[src/rtl/spi_probe_pkg.sv]
`timescale 1ns/1ps
package spi_probe_pkg;
  localparam int BYTE_W = 8;

  typedef enum logic [2:0] {
    MT_NONE  = 3'd0,
    MT_A8    = 3'd1,
    MT_A16   = 3'd2,
    MT_A24   = 3'd3,
    MT_PAGED = 3'd4
  } mem_kind_e;

  typedef enum logic [2:0] {
    S_IDLE, S_GAP, S_PROBE, S_READ, S_STREAM, S_HOLD, S_DONE, S_FAIL
  } seq_state_e;

  localparam logic [BYTE_W-1:0] OP_READ   = 8'h03;
  localparam logic [BYTE_W-1:0] OP_STATUS = 8'hD7;
  localparam logic [BYTE_W-1:0] OP_FAST   = 8'h0B;
  localparam logic [BYTE_W-1:0] NO_DATA   = 8'hFF;
endpackage

[src/rtl/spi_byte_engine.sv]
`timescale 1ns/1ps
// One SPI mode-0 byte exchange per go pulse, MSB first.
module spi_byte_engine
  import spi_probe_pkg::*;
#(
  parameter int DIV_W = 8
) (
  input  logic              clk,
  input  logic              rst_n,
  input  logic [DIV_W-1:0]  div,
  input  logic              go,
  input  logic [BYTE_W-1:0] tx,
  input  logic              miso,
  output logic              sck,
  output logic              mosi,
  output logic              done,
  output logic [BYTE_W-1:0] rx
);
  localparam int BIT_W = $clog2(BYTE_W);

  logic [DIV_W-1:0]  cnt;
  logic [DIV_W-1:0]  lim;
  logic [BIT_W-1:0]  bitn;
  logic [BYTE_W-1:0] sh;
  logic              busy;

  assign lim  = (div == '0) ? '0 : div - 1'b1;
  assign mosi = sh[BYTE_W-1];

  always_ff @(posedge clk or negedge rst_n) begin
    if (!rst_n) begin
      cnt  <= '0;
      bitn <= '0;
      sh   <= '0;
      rx   <= '0;
      sck  <= 1'b0;
      busy <= 1'b0;
      done <= 1'b0;
    end else begin
      done <= 1'b0;
      if (!busy) begin
        if (go) begin
          busy <= 1'b1;
          sh   <= tx;
          cnt  <= '0;
          bitn <= '0;
        end
      end else if (cnt != lim) begin
        cnt <= cnt + 1'b1;
      end else begin
        cnt <= '0;
        if (!sck) begin
          sck <= 1'b1;
          rx  <= {rx[BYTE_W-2:0], miso};
        end else begin
          sck <= 1'b0;
          if (bitn == BIT_W'(BYTE_W-1)) begin
            busy <= 1'b0;
            done <= 1'b1;
          end else begin
            bitn <= bitn + 1'b1;
            sh   <= {sh[BYTE_W-2:0], 1'b0};
          end
        end
      end
    end
  end
endmodule

[src/rtl/hdr_out_reg.sv]
`timescale 1ns/1ps
// Single-entry valid/ready holding register for header bytes.
module hdr_out_reg
  import spi_probe_pkg::*;
(
  input  logic              clk,
  input  logic              rst_n,
  input  logic              load,
  input  logic [BYTE_W-1:0] din,
  input  logic              ready,
  output logic              valid,
  output logic [BYTE_W-1:0] data,
  output logic              accept
);
  assign accept = valid && ready;

  always_ff @(posedge clk or negedge rst_n) begin
    if (!rst_n) begin
      valid <= 1'b0;
      data  <= '0;
    end else if (load) begin
      valid <= 1'b1;
      data  <= din;
    end else if (accept) begin
      valid <= 1'b0;
    end
  end
endmodule

[src/rtl/spi_probe_seq.sv]
`timescale 1ns/1ps
// Frame sequencer: width probes, status probe, header read.
module spi_probe_seq
  import spi_probe_pkg::*;
#(
  parameter int HDR_LEN = 10,
  parameter int GAP_CYC = 4
) (
  input  logic              clk,
  input  logic              rst_n,
  input  logic              start,
  input  logic              eng_done,
  input  logic [BYTE_W-1:0] eng_rx,
  input  logic              accept,
  output logic              go,
  output logic [BYTE_W-1:0] tx,
  output logic              cs_n,
  output logic              load,
  output mem_kind_e         kind,
  output logic              done,
  output logic              error
);
  localparam int HC_W  = $clog2(HDR_LEN);
  localparam int GAP_W = $clog2(GAP_CYC + 1);

  seq_state_e       state;
  logic [1:0]       att;
  logic [2:0]       idx;
  logic [HC_W-1:0]  hcnt;
  logic [GAP_W-1:0] gcnt;
  logic [2:0]       probe_last;
  logic [2:0]       cmd_last;
  logic             can_start;

  assign probe_last = (att == 2'd3) ? 3'd1 : {1'b0, att} + 3'd2;
  assign cmd_last   = (kind == MT_PAGED) ? 3'd4 : 3'(kind);
  assign can_start  = (state == S_IDLE) || (state == S_DONE) || (state == S_FAIL);

  always_comb begin
    tx = '0;
    if (idx == 3'd0) begin
      if (state == S_PROBE)     tx = (att == 2'd3) ? OP_STATUS : OP_READ;
      else if (state == S_READ) tx = (kind == MT_PAGED) ? OP_FAST : OP_READ;
    end
  end

  always_ff @(posedge clk or negedge rst_n) begin
    if (!rst_n) begin
      state <= S_IDLE;
      att   <= '0;
      idx   <= '0;
      hcnt  <= '0;
      gcnt  <= '0;
      kind  <= MT_NONE;
      go    <= 1'b0;
      load  <= 1'b0;
      cs_n  <= 1'b1;
      done  <= 1'b0;
      error <= 1'b0;
    end else begin
      go   <= 1'b0;
      load <= 1'b0;
      if (start && can_start) begin
        state <= S_GAP;
        att   <= '0;
        gcnt  <= '0;
        kind  <= MT_NONE;
        done  <= 1'b0;
        error <= 1'b0;
      end else begin
        case (state)
          S_GAP: begin
            if (gcnt == GAP_W'(GAP_CYC - 1)) begin
              state <= (kind == MT_NONE) ? S_PROBE : S_READ;
              idx   <= '0;
              cs_n  <= 1'b0;
              go    <= 1'b1;
            end else begin
              gcnt <= gcnt + 1'b1;
            end
          end
          S_PROBE: begin
            if (eng_done) begin
              if (idx == probe_last) begin
                cs_n <= 1'b1;
                gcnt <= '0;
                if (eng_rx != NO_DATA) begin
                  kind  <= (att == 2'd3) ? MT_PAGED
                                         : mem_kind_e'({1'b0, att} + 3'd1);
                  state <= S_GAP;
                end else if (att == 2'd3) begin
                  state <= S_FAIL;
                  error <= 1'b1;
                end else begin
                  att   <= att + 1'b1;
                  state <= S_GAP;
                end
              end else begin
                idx <= idx + 1'b1;
                go  <= 1'b1;
              end
            end
          end
          S_READ: begin
            if (eng_done) begin
              if (idx == cmd_last) begin
                state <= S_STREAM;
                hcnt  <= '0;
              end else begin
                idx <= idx + 1'b1;
              end
              go <= 1'b1;
            end
          end
          S_STREAM: begin
            if (eng_done) begin
              load  <= 1'b1;
              state <= S_HOLD;
            end
          end
          S_HOLD: begin
            if (accept) begin
              if (hcnt == HC_W'(HDR_LEN - 1)) begin
                cs_n  <= 1'b1;
                done  <= 1'b1;
                state <= S_DONE;
              end else begin
                hcnt  <= hcnt + 1'b1;
                go    <= 1'b1;
                state <= S_STREAM;
              end
            end
          end
          default: ;
        endcase
      end
    end
  end
endmodule

[src/rtl/spi_boot_probe.sv]
`timescale 1ns/1ps
// Top: probes boot memory width and streams the first header bytes.
module spi_boot_probe
  import spi_probe_pkg::*;
#(
  parameter int DIV_W   = 8,
  parameter int HDR_LEN = 10,
  parameter int GAP_CYC = 4
) (
  input  logic              clk,
  input  logic              rst_n,
  input  logic [DIV_W-1:0]  clk_div,
  input  logic              start,
  output logic              sck,
  output logic              cs_n,
  output logic              mosi,
  input  logic              miso,
  output logic [2:0]        mem_type,
  output logic              hdr_valid,
  input  logic              hdr_ready,
  output logic [BYTE_W-1:0] hdr_data,
  output logic              done,
  output logic              error
);
  logic              go;
  logic              eng_done;
  logic              load;
  logic              accept;
  logic [BYTE_W-1:0] tx;
  logic [BYTE_W-1:0] rx;
  mem_kind_e         kind;

  assign mem_type = kind;

  spi_byte_engine #(.DIV_W(DIV_W)) i_engine (
    .clk(clk), .rst_n(rst_n), .div(clk_div), .go(go), .tx(tx), .miso(miso),
    .sck(sck), .mosi(mosi), .done(eng_done), .rx(rx)
  );

  spi_probe_seq #(.HDR_LEN(HDR_LEN), .GAP_CYC(GAP_CYC)) i_seq (
    .clk(clk), .rst_n(rst_n), .start(start), .eng_done(eng_done),
    .eng_rx(rx), .accept(accept), .go(go), .tx(tx), .cs_n(cs_n),
    .load(load), .kind(kind), .done(done), .error(error)
  );

  hdr_out_reg i_out (
    .clk(clk), .rst_n(rst_n), .load(load), .din(rx), .ready(hdr_ready),
    .valid(hdr_valid), .data(hdr_data), .accept(accept)
  );
endmodule

[config.mk]
export PLATFORM = sky130hd
export DESIGN_NAME = spi_boot_probe
export DESIGN_NICKNAME = d
export VERILOG_FILES = /design/src/rtl/spi_probe_pkg.sv /design/src/rtl/spi_byte_engine.sv /design/src/rtl/hdr_out_reg.sv /design/src/rtl/spi_probe_seq.sv /design/src/rtl/spi_boot_probe.sv
export SDC_FILE = /design/constraint.sdc
export NUM_CORES = 1
export LEC_CHECK = 0
export ABC_CLOCK_PERIOD_IN_PS = 2200
export BUFFER_PORTS_ARGS = -buffer_cell sky130_fd_sc_hd__buf_2
export CORE_MARGIN = 3
export CORE_UTILIZATION = 45
export CTS_CLUSTER_DIAMETER = 150
export DETAILED_ROUTE_END_ITERATION = 8
export HOLD_SLACK_MARGIN = 0.03
export PLACE_DENSITY = 0.65
export REMOVE_ABC_BUFFERS = 1
export SETUP_SLACK_MARGIN = 0.3
export SYNTH_ARGS = -nofsm -noshare
export SYNTH_HDL_FRONTEND = slang
export SYNTH_HIERARCHICAL = 1
export SYNTH_SLANG_ARGS = --single-unit
[constraint.sdc]
create_clock -name clk -period 2.2 [get_ports clk]
set_input_delay 0.11 -clock clk [delete_from_list [all_inputs] [get_ports clk]]
set_output_delay 0.11 -clock clk [all_outputs]
set_load 0.05 [all_outputs]
======== Yosys cells after proc, flatten, opt, wreduce, memory -nomap -nowiden ========
Index checks and enable logic that the tools add are counted.
storage, ports and cells
  register bits ........................... 62
  input bits .............................. 13
  output and inout bits ................... 17
cells by class
  add/subtract/negate cells ............... 9
  equality and inequality tests ........... 39
  mux-type cells .......................... 98
  bitwise operators ....................... 3
  reduce and logical (&&, ||, !) cells .... 35
operators with widths
  cell                   number
  $mux W8                13
  $mux W3                32
  $mux W1                35
  $ne A2 B2 Y1 const B   11
  $reduce_bool A2 Y1     11
  $mux W4                5
  $eq A3 B3 Y1 const B   6
  $pmux W3 S5            1
  $mux W2                7
  $reduce_and A7 Y1      2
  $ne A3 B3 Y1 const B   4
  $reduce_and A4 Y1      3
  $reduce_and A5 Y1      2
  $add A3 B1 Y3 const B  3
  $eq A3 B2 Y1 const B   3
  $logic_not A3 Y1       3
  $ne A3 B2 Y1 const B   3
  $pmux W3 S3            1
  $reduce_bool A3 Y1     3
  $add A8 B1 Y8 const B  1
  $logic_not A8 Y1       1
  $ne A2 B1 Y1 const B   4
  $ne A8 B8 Y1           1
  $ne A8 B8 Y1 const B   1
  22 further kinds       28

======== Logic depth before layout (Yosys ltp) ========
  depth in word-level cells ............... 7
  gate-level depth with buffers ........... 12
  depth with buffers taken out ............ 9

======== Cells and area by module ========
Netlist, hierarchy kept.
modules (own cells, without submodules)
  module           instances  cells each  area an instance (µm²)  sequential area each (µm²)
  spi_byte_engine  1          186         1908.1                  750.7
  spi_probe_seq    1          174         1577.8                  576.8
  hdr_out_reg      1          21          375.4                   225.2

======== Worst setup path before layout ========
Ideal clock, no wire load.
  kind .................................... input port to flip-flop
  from .................................... in clk_div[0]
  to ...................................... reg i_engine.rx[7]
  data arrival time ....................... 2.306 ns
  required time ........................... 2.075 ns
  slack ................................... -0.231 ns
  stages on the path ...................... 11
  path through ............................ inv_1 -> ha_1 -> buf_4 -> or3b_1 -> clkbuf_1 -> o31a_1 -> o211ai_2 -> o211ai_2 -> nor3_4 -> nand3b_4 -> mux2_4
between the ends
  longest elaborated chain between the ends .. 5
  elaborated cells between the ends (all ways) .. 6
  classes of those cells .................. add/sub: 1; eq/ne: 1; mux: 1; bitwise: 1; reduce/logical: 2
ends and longest elaborated chain
  item                                               RTL line               RTL
  start, declared                                    spi_boot_probe.sv:12   input logic [DIV_W-1:0] clk_div,
  $sub A8 B1 Y8 or $logic_not A8 Y1 (tied branches)  spi_byte_engine.sv:27  assign lim = (div == '0) ? '0 : div - 1'b1;
  $mux W8 (*)                                        spi_byte_engine.sv:27
  $ne A8 B8 Y1 (*)                                   spi_byte_engine.sv:48  end else if (cnt != lim) begin
  $not A1 Y1 (no line) (*)                           n/a
  $reduce_and A3 Y1 (no line) (*)                    n/a
  end signal, assigned                               spi_byte_engine.sv:54  rx <= {rx[BYTE_W-2:0], miso};
  end, declared                                      spi_byte_engine.sv:17  output logic [BYTE_W-1:0] rx
Mark *: on every way between the ends. The rest lies on a longest branch, timed or not.
A chain may end at the register's enable or synchronous reset.

======== Worst setup path in the final report ========
  from .................................... reg i_seq.att[1]
  to ...................................... reg i_seq.att[0]
between the ends
  longest elaborated chain between the ends .. 5
  elaborated cells between the ends (all ways) .. 7
  classes of those cells .................. add/sub: 1; eq/ne: 3; mux: 1; reduce/logical: 2
ends and longest elaborated chain
  item                                           RTL line                                  RTL
  start, declared                                spi_probe_seq.sv:27                       logic [1:0] att;
  start signal, assigned                         spi_probe_seq.sv:95                       att <= att + 1'b1;
  $add A2 B2 Y3 or $eq A2 B2 Y1 (tied branches)  spi_probe_seq.sv:35, spi_probe_seq.sv:91
  $mux W3                                        spi_probe_seq.sv:35                       assign probe_last = (att == 2'd3) ? 3'd1 : {1'b0, att} + 3'd2;
  $eq A3 B3 Y1                                   spi_probe_seq.sv:84                       if (idx == probe_last) begin
  $reduce_bool A2 Y1 (no line)                   n/a
  $reduce_and A5 Y1 (no line) (*)                n/a
Marks and branches as above.

==> impl_metrics.yaml <==
run_status:
  status: "complete, no violations"
timing:
  clock_skew_ns: 0.00716
  rsz0062_at_grt: "true"
  min_period_ns: 2.10
  setup_ws_ns: 0.104
  fmax_ghz: 0.477
  fin_setup_tns_ns: 0
  hold_violations: 0
  maxSlewViolCount: 0
  fin_crit_sh_pct: 95.3
  hold_ws_ns: 0.0780
  tightest_slew_ns: 0.593
  setup_viol: 0
  max_slew_margin_pct: 60.5
detailed_routing:
  firstDrtPassIters: 4
  routed_wl_mm: 9.26
  vias: 3218
  post_drt_wl_per_cell_um: 16.6
  vias_per_cell: 5.76
  drc_errors: 0
  drt_iter0_drc: 121
  ant_nets: 0
power_and_ir_drop:
  clockPowerShare_pct: 30.6
  ir_drop_uv: 392
  powerDensity_nw_per_um2: 660
  combPwrFrac_pct: 25.3
  p_int_mw: 2.23
  p_sw_mw: 1.05
  sw_frac_of_total_pct: 32.1
  seq_power_share_pct: 44.0
  power_mw: 3.28
  total_leakage_power_nw: 2.14
placed_design:
  portBuffers: 29
  pre_cts_ws_ns: -0.346
  dp_hpwl_mm: 6.15
  place_congestion: 0.886
setup_path:
  setup.worst_path.class: "flop to flop"
  rr_endpoint: "i_seq/att[0]"
  cp-end-kind: "flop"
  crit_buf_inv: 1
  cp_cell_sequence: "ha_4 -> or3b_4 -> a2111o_1 -> buf_6 -> nor3_4 -> mux2i_1"
  cp_slowest_stage_delay_ns: 0.46
  critical_path_depth: 6
  r2r_start: "i_seq/att[1]"
  cp_max_fo: 3
  slowest_stage: "a2111o_1"
  critical_path.top_delay_family: "simple AND/OR/NAND/NOR gates"
  worstPathRequired_ns: 2.45
  arrival_ns: 2.35
  reg2reg_depth: 6
  r2r_slack_ns: 0.10
  cp-startpoint: "i_seq/att[1]"
  startpoint_type: "flop"
cells_and_area:
  fin_nets: 474
  multi_input_area_um2: 2390
  layout-drive-gt1-share_pct: 37.0
  fin_util_pct: 60.1
  antenna_cells: 0
  mostFrequentLayoutCells: "58 x dfrtp_1, 39 x buf_4, 27 x buf_2"
  n_fill_cell: 708
  mostFrequentLayoutCell: "dfrtp_1"
  regArea_um2: 1560
  syn2layout_area_growth_pct: 28.6
min_path:
  min_from: "hdr_ready"
  holdPathStages: 3
  hold_class: "primary input to flop"
  min_to: "i_out/valid"
yosys:
  synth_top_area_share_pct: 39.5
  ys_ff_latch: 62
  synth_edf_count: 0
  synth_xor_xnor_area_share_pct: 3.53
  synthFlopType: "dfrtp_1"
  synthSimpleGateAreaFrac_pct: 19.8
  synthAdderAreaFrac_pct: 3.89
  syn_area_um2: 3860
  synth_compound_area_share_pct: 17.5
  synth_top_family_by_area: "simple AND/OR/NAND/NOR gates"
  synthCells: 381
  ys_warn_count: 6
  yosysUniqueCellTypes: 79
  async_reset_ff_share_pct: 100
  synth_mux_area_share_pct: 10.1
  yosysSeqAreaShare_pct: 40.2
  yosysTopAreaCell: "dfrtp_1"
  syn_avg_cell_area_um2: 10.1
  synth_area_leaders: "dfrtp_1 40%, ha_1 3.9%, mux2_4 3.5%"
global_routing:
  antenna_found_initial: 0
  grt_pass1_vias: 3217
  grt_pass1_wl_mm: 14.8
  grtUsageTotal_pct: 18.5
  overflow: 0
  grt_max_degree: 39
flow_run:
  drv_cap: 0
clock_network:
  cts_tree: "built"
  clk_latency_ns: 0.34
  clkTransAtPathRegs_ns: 0.07
  ctsHtreeMaxLevel: 3
  cts_buffers: 9
  clockRootBuffer: "clkbuf_8"
  clock_sinks: 62
  clock_path_buffers: 2
floorplan:
  die_y_um: 98.6
  rows: 33
  fp.dieW_um: 98.6
  initial_core_util_pct: 46.8
  dieArea_um2: 9730
  io_pins: 30
  coreArea_um2: 8260
## flip-flops by register name, summed over array words and instances (netlist names), 4 cells and up
signal	count
i_engine/sh	8
i_engine/cnt	8
i_engine/rx	8
i_out/data	8
i_seq/hcnt	4
## worst register-to-register path: stages, from the launching register on
cell and delay (ns):
dfrtp_1 0.42, ha_4 0.18, or3b_4 0.40, a2111o_1 0.46, buf_6 0.15, nor3_4 0.15
mux2i_1 0.24
## cell families after synthesis
kind of cell / count (synthesis)
and+or+nand+nor: 125
AOI/OAI and AO/OA: 94
other: 1
xor gates and xnor gates: 14
DFF: 62
buffers and inverters: 40
adders and majority gates: 12
muxes: 33
## how the worst max path moves through the flow
stage,endpoint
2_1_floorplan,i_engine/sh[7]
3_3_place_gp,i_engine/rx[3]
3_5_place_dp,i_engine/rx[7]
4_1_cts,i_engine/rx[7]
5_1_grt,i_engine/bitn[1]
6_report,i_seq/att[0]
## cell usage after synthesis, drive strengths merged (6+ instances only)
master,n
xnor2,8
nand3,7
nor2,16
nand3b,6
a211oi,8
a21oi,17
nor3,9
mux2,20
clkbuf,17
inv,14
dfrtp,61
nor2b,14
o21ai,19
buf,9
mux2i,13
nand2b,8
nand2,23
ha,12
## layer usage
metal / part of all wire [%] / up-vias / GRT usage (%)
met2: 50 / 64 / 29.7
met4: 1.8 / 0 / 6.72
met5: 0 / - / 0
li1: - / 1545 / -
met3: 3.3 / 18 / 3.04
met1: 45 / 1591 / 25.3
## per-stage QoR
step | area [um^2] | std cells
final | 4970 | 559
after global routing | 4970 | 559
after CTS | 4710 | 551
after detailed placement | 4310 | 527
after global placement | 4310 | 527
after floorplan | 3720 | 355
## power groups by stage
stage                     Combinational [mW]  Clock, mW  Sequential, mW
final                                  0.830       1.00            1.44
after floorplan                        0.446          0            1.43
after global routing                   0.913       1.08            1.47
after detailed placement               0.709          0            1.44
after CTS                              0.769       1.03            1.43
after global placement                 0.689          0            1.44
## timing repair
item,CTS,global route
pin swaps,17,17
setup buffers,6,8
endpoints found under the setup margin,41,47
resized for setup,27,45
hold endpoints to repair,24,0
hold buffers,2,0
## layout make-up
type | count | area share [%]
timing repair buffer | 83 | 12.8
multi-input combinational | 279 | 48.1
inverter | 14 | 1.11
clock inverter | 6 | 1.23
sequential | 62 | 31.3
tap | 105 | 2.65
clock buffer | 10 | 2.77
(Power assumes the default switching activity.)
